[config.mk]
export PLATFORM = sky130hd
export DESIGN_NAME = adc_avg_seq
export DESIGN_NICKNAME = d
export VERILOG_FILES = /design/src/rtl/adc_seq_pkg.sv /design/src/rtl/adc_seq_arb.sv /design/src/rtl/adc_seq_chan.sv /design/src/rtl/adc_avg_seq.sv
export SDC_FILE = /design/constraint.sdc
export NUM_CORES = 1
export LEC_CHECK = 0
export BUFFER_PORTS_ARGS = -buffer_cell sky130_fd_sc_hd__clkbuf_2
export CAP_MARGIN = 20
export CORE_ASPECT_RATIO = 1.25
export CORE_UTILIZATION = 45
export CTS_BUF_LIST = sky130_fd_sc_hd__clkbuf_2 sky130_fd_sc_hd__clkbuf_4 sky130_fd_sc_hd__clkbuf_8
export CTS_CLUSTER_SIZE = 30
export DETAILED_ROUTE_END_ITERATION = 7
export GPL_TIMING_DRIVEN = 0
export SKIP_CTS_REPAIR_TIMING = 1
export SYNTH_ARGS = -nofsm -noshare
export SYNTH_HDL_FRONTEND = slang
export SYNTH_SLANG_ARGS = --single-unit
[constraint.sdc]
create_clock -name clk -period 3.49 [get_ports clk]
set_input_delay 0.349 -clock clk [delete_from_list [all_inputs] [get_ports clk]]
set_output_delay 0.349 -clock clk [all_outputs]
set_load 0.01 [all_outputs]
[src/rtl/adc_seq_pkg.sv]
`timescale 1ns/1ps
package adc_seq_pkg;
  // setup word field positions (decoded by software, so they are fixed)
  localparam int CFG_W      = 32;
  localparam int RUN_BIT    = 31;
  localparam int ONCE_BIT   = 30;
  localparam int AVG_BIT    = 29;
  localparam int INSEL_LSB  = 24;
  localparam int DEPTH_LSB  = 12;
  localparam int DEPTH_W    = 2;
  localparam int MIN_SHIFT  = 2;
  localparam int MAX_SHIFT  = MIN_SHIFT + (1 << DEPTH_W) - 1;

  // number of samples summed for a depth code
  function automatic int depth_samples(logic [DEPTH_W-1:0] code);
    return 1 << (MIN_SHIFT + int'(code));
  endfunction

  // right shift that turns the sum into the mean
  function automatic int depth_shift(logic [DEPTH_W-1:0] code);
    return MIN_SHIFT + int'(code);
  endfunction
endpackage

[src/rtl/adc_seq_arb.sv]
`timescale 1ns/1ps
module adc_seq_arb #(
  parameter int NUM_CH = 4
) (
  input  logic [NUM_CH-1:0] req,
  output logic [NUM_CH-1:0] grant,
  output logic              any_req
);
  always_comb begin
    grant = '0;
    // descending walk: the lowest requesting index is written last and wins
    for (int i = NUM_CH - 1; i >= 0; i--) begin
      if (req[i]) grant = NUM_CH'(1) << i;
    end
    any_req = |req;
  end

  always_comb begin
    AST_GRANT_ONEHOT: assert ($onehot0(grant));
    AST_GRANT_IFF_REQ: assert ((|grant) == (|req));
  end
endmodule

[src/rtl/adc_seq_chan.sv]
`timescale 1ns/1ps
module adc_seq_chan
  import adc_seq_pkg::*;
#(
  parameter int DATA_W = 12,
  parameter int SEL_W  = 4
) (
  input  logic              clk,
  input  logic              rst_n,
  input  logic              wr_word1,
  input  logic              wr_word2,
  input  logic [CFG_W-1:0]  wdata,
  input  logic              smp_valid,
  input  logic [DATA_W-1:0] smp_data,
  output logic              req,
  output logic [SEL_W-1:0]  sel,
  output logic              enabled,
  output logic              res_post,
  output logic [DATA_W-1:0] res_val
);
  localparam int CNT_W = MAX_SHIFT + 1;
  localparam int ACC_W = DATA_W + MAX_SHIFT;

  logic               run_q, once_q, avg_q;
  logic [DEPTH_W-1:0] depth_q;
  logic [CNT_W-1:0]   cnt_q;
  logic [ACC_W-1:0]   acc_q;

  // internal events brought out for the assertions
  logic              take;
  logic              last;
  logic [ACC_W-1:0]  sum;
  logic [DATA_W-1:0] mean;
  int                target;

  always_comb begin
    target = avg_q ? depth_samples(depth_q) : 1;
    take   = smp_valid & run_q;
    last   = (int'(cnt_q) + 1) >= target;
    sum    = acc_q + ACC_W'(smp_data);
    mean   = avg_q ? DATA_W'(sum >> depth_shift(depth_q)) : smp_data;
  end

  always_ff @(posedge clk or negedge rst_n) begin
    if (!rst_n) begin
      run_q    <= 1'b0;
      once_q   <= 1'b0;
      avg_q    <= 1'b0;
      sel      <= '0;
      depth_q  <= '0;
      cnt_q    <= '0;
      acc_q    <= '0;
      res_post <= 1'b0;
      res_val  <= '0;
    end else begin
      res_post <= 1'b0;
      if (wr_word1) begin
        run_q  <= wdata[RUN_BIT];
        once_q <= wdata[ONCE_BIT];
        avg_q  <= wdata[AVG_BIT];
        sel    <= wdata[INSEL_LSB +: SEL_W];
        cnt_q  <= '0;
        acc_q  <= '0;
      end else if (take) begin
        if (last) begin
          res_post <= 1'b1;
          res_val  <= mean;
          cnt_q    <= '0;
          acc_q    <= '0;
          if (once_q) run_q <= 1'b0;
        end else begin
          cnt_q <= cnt_q + 1'b1;
          acc_q <= sum;
        end
      end
      if (wr_word2) depth_q <= wdata[DEPTH_LSB +: DEPTH_W];
    end
  end

  assign req     = run_q;
  assign enabled = run_q;

  AST_ONESHOT_STOPS: assert property (@(posedge clk) disable iff (!rst_n)
    res_post && once_q |-> !run_q);
  AST_IDLE_EMPTY: assert property (@(posedge clk) disable iff (!rst_n)
    !run_q |-> (cnt_q == '0) && (acc_q == '0));
  AST_STOP_NO_POST: assert property (@(posedge clk) disable iff (!rst_n)
    !run_q && !wr_word1 |=> !res_post);
endmodule

[src/rtl/adc_avg_seq.sv]
`timescale 1ns/1ps
module adc_avg_seq
  import adc_seq_pkg::*;
#(
  parameter int NUM_CH = 4,
  parameter int DATA_W = 12,
  parameter int SEL_W  = 4,
  parameter int ADDR_W = 8
) (
  input  logic                       clk,
  input  logic                       rst_n,
  input  logic                       cfg_wr,
  input  logic [ADDR_W-1:0]          cfg_addr,
  input  logic [CFG_W-1:0]           cfg_wdata,
  output logic [NUM_CH-1:0]          chan_en,
  output logic                       cnv_start,
  output logic [SEL_W-1:0]           cnv_input,
  input  logic                       cnv_done,
  input  logic [DATA_W-1:0]          cnv_data,
  output logic                       res_valid,
  output logic [$clog2(NUM_CH)-1:0]  res_ch,
  output logic [DATA_W-1:0]          res_data
);
  localparam int CH_W   = $clog2(NUM_CH);
  localparam int CH_LSB = 5;                 // 0x20 spacing per channel
  localparam int W2_BIT = 4;                 // second word at +0x10
  localparam logic [CFG_W-1:0] USED_MASK =
    (CFG_W'(1) << RUN_BIT) | (CFG_W'(1) << ONCE_BIT) | (CFG_W'(1) << AVG_BIT) |
    (((CFG_W'(1) << SEL_W) - 1) << INSEL_LSB) |
    (((CFG_W'(1) << DEPTH_W) - 1) << DEPTH_LSB);

  logic              addr_ok;
  logic [CH_W-1:0]   wr_ch;
  logic              wr_is_w2;
  logic              cfg_unused;

  logic [NUM_CH-1:0] req, grant, post, smp_valid;
  logic              any_req;
  logic [SEL_W-1:0]  sel_arr  [NUM_CH];
  logic [DATA_W-1:0] rval_arr [NUM_CH];
  logic              busy_q;
  logic [CH_W-1:0]   owner_q, grant_idx;

  assign addr_ok  = (cfg_addr[3:0] == '0) && (cfg_addr[ADDR_W-1:CH_LSB+CH_W] == '0);
  assign wr_ch    = cfg_addr[CH_LSB +: CH_W];
  assign wr_is_w2 = cfg_addr[W2_BIT];
  assign cfg_unused = ^(cfg_wdata & ~USED_MASK);

  for (genvar g = 0; g < NUM_CH; g++) begin : g_chan
    assign smp_valid[g] = cnv_done & busy_q & (owner_q == CH_W'(g));
    adc_seq_chan #(.DATA_W(DATA_W), .SEL_W(SEL_W)) u_chan (
      .clk       (clk),
      .rst_n     (rst_n),
      .wr_word1  (cfg_wr & addr_ok & (wr_ch == CH_W'(g)) & !wr_is_w2),
      .wr_word2  (cfg_wr & addr_ok & (wr_ch == CH_W'(g)) &  wr_is_w2),
      .wdata     (cfg_wdata),
      .smp_valid (smp_valid[g]),
      .smp_data  (cnv_data),
      .req       (req[g]),
      .sel       (sel_arr[g]),
      .enabled   (chan_en[g]),
      .res_post  (post[g]),
      .res_val   (rval_arr[g])
    );
  end

  adc_seq_arb #(.NUM_CH(NUM_CH)) u_arb (
    .req     (req),
    .grant   (grant),
    .any_req (any_req)
  );

  always_comb begin
    cnv_input = '0;
    grant_idx = '0;
    for (int i = 0; i < NUM_CH; i++) begin
      if (grant[i]) begin
        cnv_input = sel_arr[i];
        grant_idx = CH_W'(i);
      end
    end
  end

  assign cnv_start = !busy_q & any_req;

  always_ff @(posedge clk or negedge rst_n) begin
    if (!rst_n) begin
      busy_q  <= 1'b0;
      owner_q <= '0;
    end else if (cnv_start) begin
      busy_q  <= 1'b1;
      owner_q <= grant_idx;
    end else if (cnv_done && busy_q) begin
      busy_q  <= 1'b0;
    end
  end

  always_comb begin
    res_valid = |post;
    res_ch    = '0;
    res_data  = '0;
    for (int i = 0; i < NUM_CH; i++) begin
      if (post[i]) begin
        res_ch   = CH_W'(i);
        res_data = rval_arr[i];
      end
    end
  end

  AST_START_PULSE: assert property (@(posedge clk) disable iff (!rst_n)
    cnv_start |=> !cnv_start);
  AST_START_HOLDS: assert property (@(posedge clk) disable iff (!rst_n)
    cnv_start |=> busy_q);
  AST_DONE_RELEASES: assert property (@(posedge clk) disable iff (!rst_n)
    cnv_done && busy_q |=> !busy_q);
  AST_RESULT_PULSE: assert property (@(posedge clk) disable iff (!rst_n)
    res_valid |=> !res_valid);
  AST_ONE_POSTER: assert property (@(posedge clk) disable iff (!rst_n)
    $onehot0(post));
  AST_RESET_QUIET: assert property (@(posedge clk) disable iff (!rst_n)
    $rose(rst_n) |-> !res_valid);
endmodule

==> flow_metrics.py <==
metrics = {
    "layout": {
        "nFillCells": 2707,
        "nets": 1738,
        "fin_util_pct": 50.2,
        "design_area_um2": 14300,
        "layout.cells.non_filler": 1969,
        "drive_gt1_share_pct": 11.7,
        "diodes": 0,
        "area_growth_pct": 9.93,
    },
    "clocking": {
        "cts-root-buf": "clkbuf_8",
        "clockBufferDepth": 2,
        "cts_tree": "done",
        "clkTransAtPathRegs_ps": 100,
        "clock_sinks": 183,
        "numCtsBuffers": 17,
        "htreeDepth": 4,
        "insertion_delay_ps": 490,
    },
    "sta": {
        "rsz0062_at_grt": "true",
        "max_slew_margin_pct": 44.3,
        "fmax_mhz": 299,
        "holdWs_ps": 51.1,
        "clock_skew_ps": 17.3,
        "tightest_slew_ps": 835,
        "fin_crit_sh_pct": 95.9,
        "finalSetupViolations": 0,
        "hold_violations": 0,
        "slew_violations": 0,
        "period_needed_ps": 3350,
    },
    "floorplan": {
        "start_util_pct": 45.7,
        "die_w_um": 154,
        "chipHeight_um": 192,
        "io_pins": 80,
        "num_rows": 69,
        "die_area_um2": 29500,
        "coreArea_um2": 28400,
    },
    "critical_path": {
        "crit_slowest_cell": "o21bai_2",
        "path_depth": 15,
        "regToRegSetupSlack_ps": 140,
        "cp_num_buf_inv": 5,
        "r2r_cells": 15,
        "startpoint": "g_chan[1].u_chan.depth_q[1]",
        "cp_data_required_time_ps": 3840,
        "path_class": "reg2reg",
        "crit_fanout": 10,
        "cp-endpoint": "g_chan[1].u_chan.res_val[10]",
        "cpPeakStageDelay_ps": 350,
        "crit_path_end_kind": "flip-flop",
        "crit_family": "buffers and inverters",
        "regToRegEndpoint": "g_chan[1].u_chan.res_val[10]",
        "path_cells": "clkbuf_1, inv_1, clkbuf_1, nor2_1, nand2_1, ha_1, o21a_1, o21ai_0, o21bai_2, nand3_4, inv_2, clkbuf_2, o21ai_1, o21ai_1, o211ai_1",
        "cp.arrival_ps": 3700,
        "rr_startpoint": "g_chan[1].u_chan.depth_q[1]",
        "critical_path.startpoint_type": "flip-flop",
    },
    "global_route": {
        "overflow": 0,
        "grt_usage_pct": 26.9,
        "grt_max_degree": 97,
        "grt_pass1_vias": 11363,
        "grt_pass1_wl_um": 61300,
        "antenna_found_initial": 0,
    },
    "power": {
        "switching_share_pct": 33.4,
        "fin_total_pwr_mw": 5.40,
        "power_density_nw_per_um2": 379,
        "peakVddDrop_mv": 0.242,
        "pwr-share-clk_pct": 30.8,
        "power.net_switching_mw": 1.81,
        "p_int_mw": 3.60,
        "combPwrFrac_pct": 26.3,
        "p_seq_share_pct": 42.9,
        "p_leak_nw": 6.57,
    },
    "run_status": {
        "failed_checks": "DRC",
        "outcome": "complete, but fails checks",
    },
    "route": {
        "ant_nets": 0,
        "drt-vias-per-instance": 5.98,
        "drt_iter0_drc": 830,
        "wl_per_cell_um": 19.6,
        "first_pass_iters": 8,
        "wirelength_um": 38600,
        "drc": 2,
        "num_vias": 11766,
    },
    "synthesis": {
        "syn_area_per_cell_um2": 8.53,
        "ys_ff_latch": 183,
        "synth_cells": 1521,
        "synth_edf_count": 0,
        "synthesis.area_um2": 13000,
        "ys_top_cells_by_count": "nand2_1, dfrtp_1, nor2_1",
        "yosysSeqAreaShare_pct": 35.3,
        "synth_ff_type": "dfrtp_1",
        "ys_top_cells_by_area": "dfrtp_1, ha_1, nand2_1",
        "yosysMostFrequentCell": "nand2_1",
        "yosysWarnings": 0,
        "synth_cell_type_count": 90,
        "synth_top_cell_area_share_pct": 35.3,
        "synthArstFlopShare_pct": 100,
        "yosysTopAreaCell": "dfrtp_1",
    },
    "placement": {
        "gp_congestion": 0.894,
        "placed_cells": 1936,
        "post_dp_cell_area_um2": 13700,
        "io_buffers": 56,
        "dp_hpwl_um": 28400,
    },
    "min_path": {
        "hold_class": "in2reg",
    },
    "job": {
        "drv_cap": 0,
    },
}
==> per-stage QoR <==
step                      setup TNS, ps  setup WS (ps)
after floorplan                       0            369
after global placement          -313530          -1720
after detailed placement          -4640           -298
after CTS                         -5380           -339
after global routing              -50.4          -50.4
final                                 0            142
==> worst min path at each step <==
| stage | from | depth (start not counted) | to |
|---|---|---|---|
| 2_1_floorplan | rst_n | 0 | busy_q |
| 3_3_place_gp | g_chan[3].u_chan.once_q | 2 | g_chan[3].u_chan.once_q |
| 3_5_place_dp | g_chan[3].u_chan.sel[0] | 2 | g_chan[3].u_chan.sel[0] |
| 4_1_cts | rst_n | 1 | g_chan[3].u_chan.cnt_q[2] |
| 5_1_grt | cnv_done | 2 | busy_q |
| 6_report | cnv_done | 2 | busy_q |
==> cell type report <==
type | instances | area [um^2] | share of cell area [%]
clock inverters | 11 | 170 | 1.19
inverters | 44 | 169 | 1.18
well taps | 355 | 444 | 3.11
clock buffers | 20 | 269 | 1.89
flip-flops and latches | 183 | 4580 | 32.1
plain buffers | 79 | 347 | 2.43
multi-input cells | 1214 | 7920 | 55.5
repair buffers | 63 | 364 | 2.55
==> routing by layer <==
metal	global-route usage, %	vias to the layer above	wire length, um
met4	11.5	0	1380
met3	4.08	74	1720
met2	45.3	331	18600
met5	0	-	0
li1	-	5693	-
met1	34.5	5668	16900
==> state kept, by name, summed over array words and instances, names as in the netlist <==
| name | flops |
|---|---|
| g_chan.u_chan.avg_q | 4 |
| g_chan.u_chan.res_post | 4 |
| g_chan.u_chan.acc_q | 68 |
| g_chan.u_chan.sel | 16 |
| g_chan.u_chan.cnt_q | 24 |
| g_chan.u_chan.enabled | 4 |
| g_chan.u_chan.once_q | 4 |
| g_chan.u_chan.res_val | 48 |
| busy_q | 1 |
| owner_q | 2 |
| g_chan.u_chan.depth_q | 8 |
==> cell usage in the layout, fill, tap and decap left out, types with 24 or more instances in the layout <==
cell / instances
ha_1: 76
clkbuf_1: 46
clkbuf_2: 62
nor2_1: 115
mux2i_1: 29
nor2b_1: 26
o21ai_0: 102
xor2_1: 31
dfrtp_1: 182
nand3_1: 48
o31ai_1: 28
a21oi_1: 78
nand2_1: 226
inv_1: 37
o21ai_1: 51
a31oi_1: 24
xnor2_1: 35
==> cells by family after synthesis <==
| kind of cell | after synthesis | synth area share, % |
|---|---|---|
| buf+inv | 127 | 3.96 |
| xor+xnor | 66 | 4.46 |
| simple gates | 545 | 19.6 |
| fa+ha+maj | 80 | 7.95 |
| compound gates | 461 | 23.4 |
| other cells | 1 | 0.0289 |
| flops | 183 | 35.3 |
| mux | 58 | 5.30 |
==> power by group through the flow <==
stage               Sequential, mW  Clock (mW)  Combinational (mW)
floorplan                     2.33           0                1.01
global placement              2.35           0                1.38
detailed placement            2.35           0                1.41
CTS                           2.31        1.70                1.42
global route                  2.33        1.77                1.59
finish                        2.32        1.66                1.42
Power figures use the tool's default switching activity.
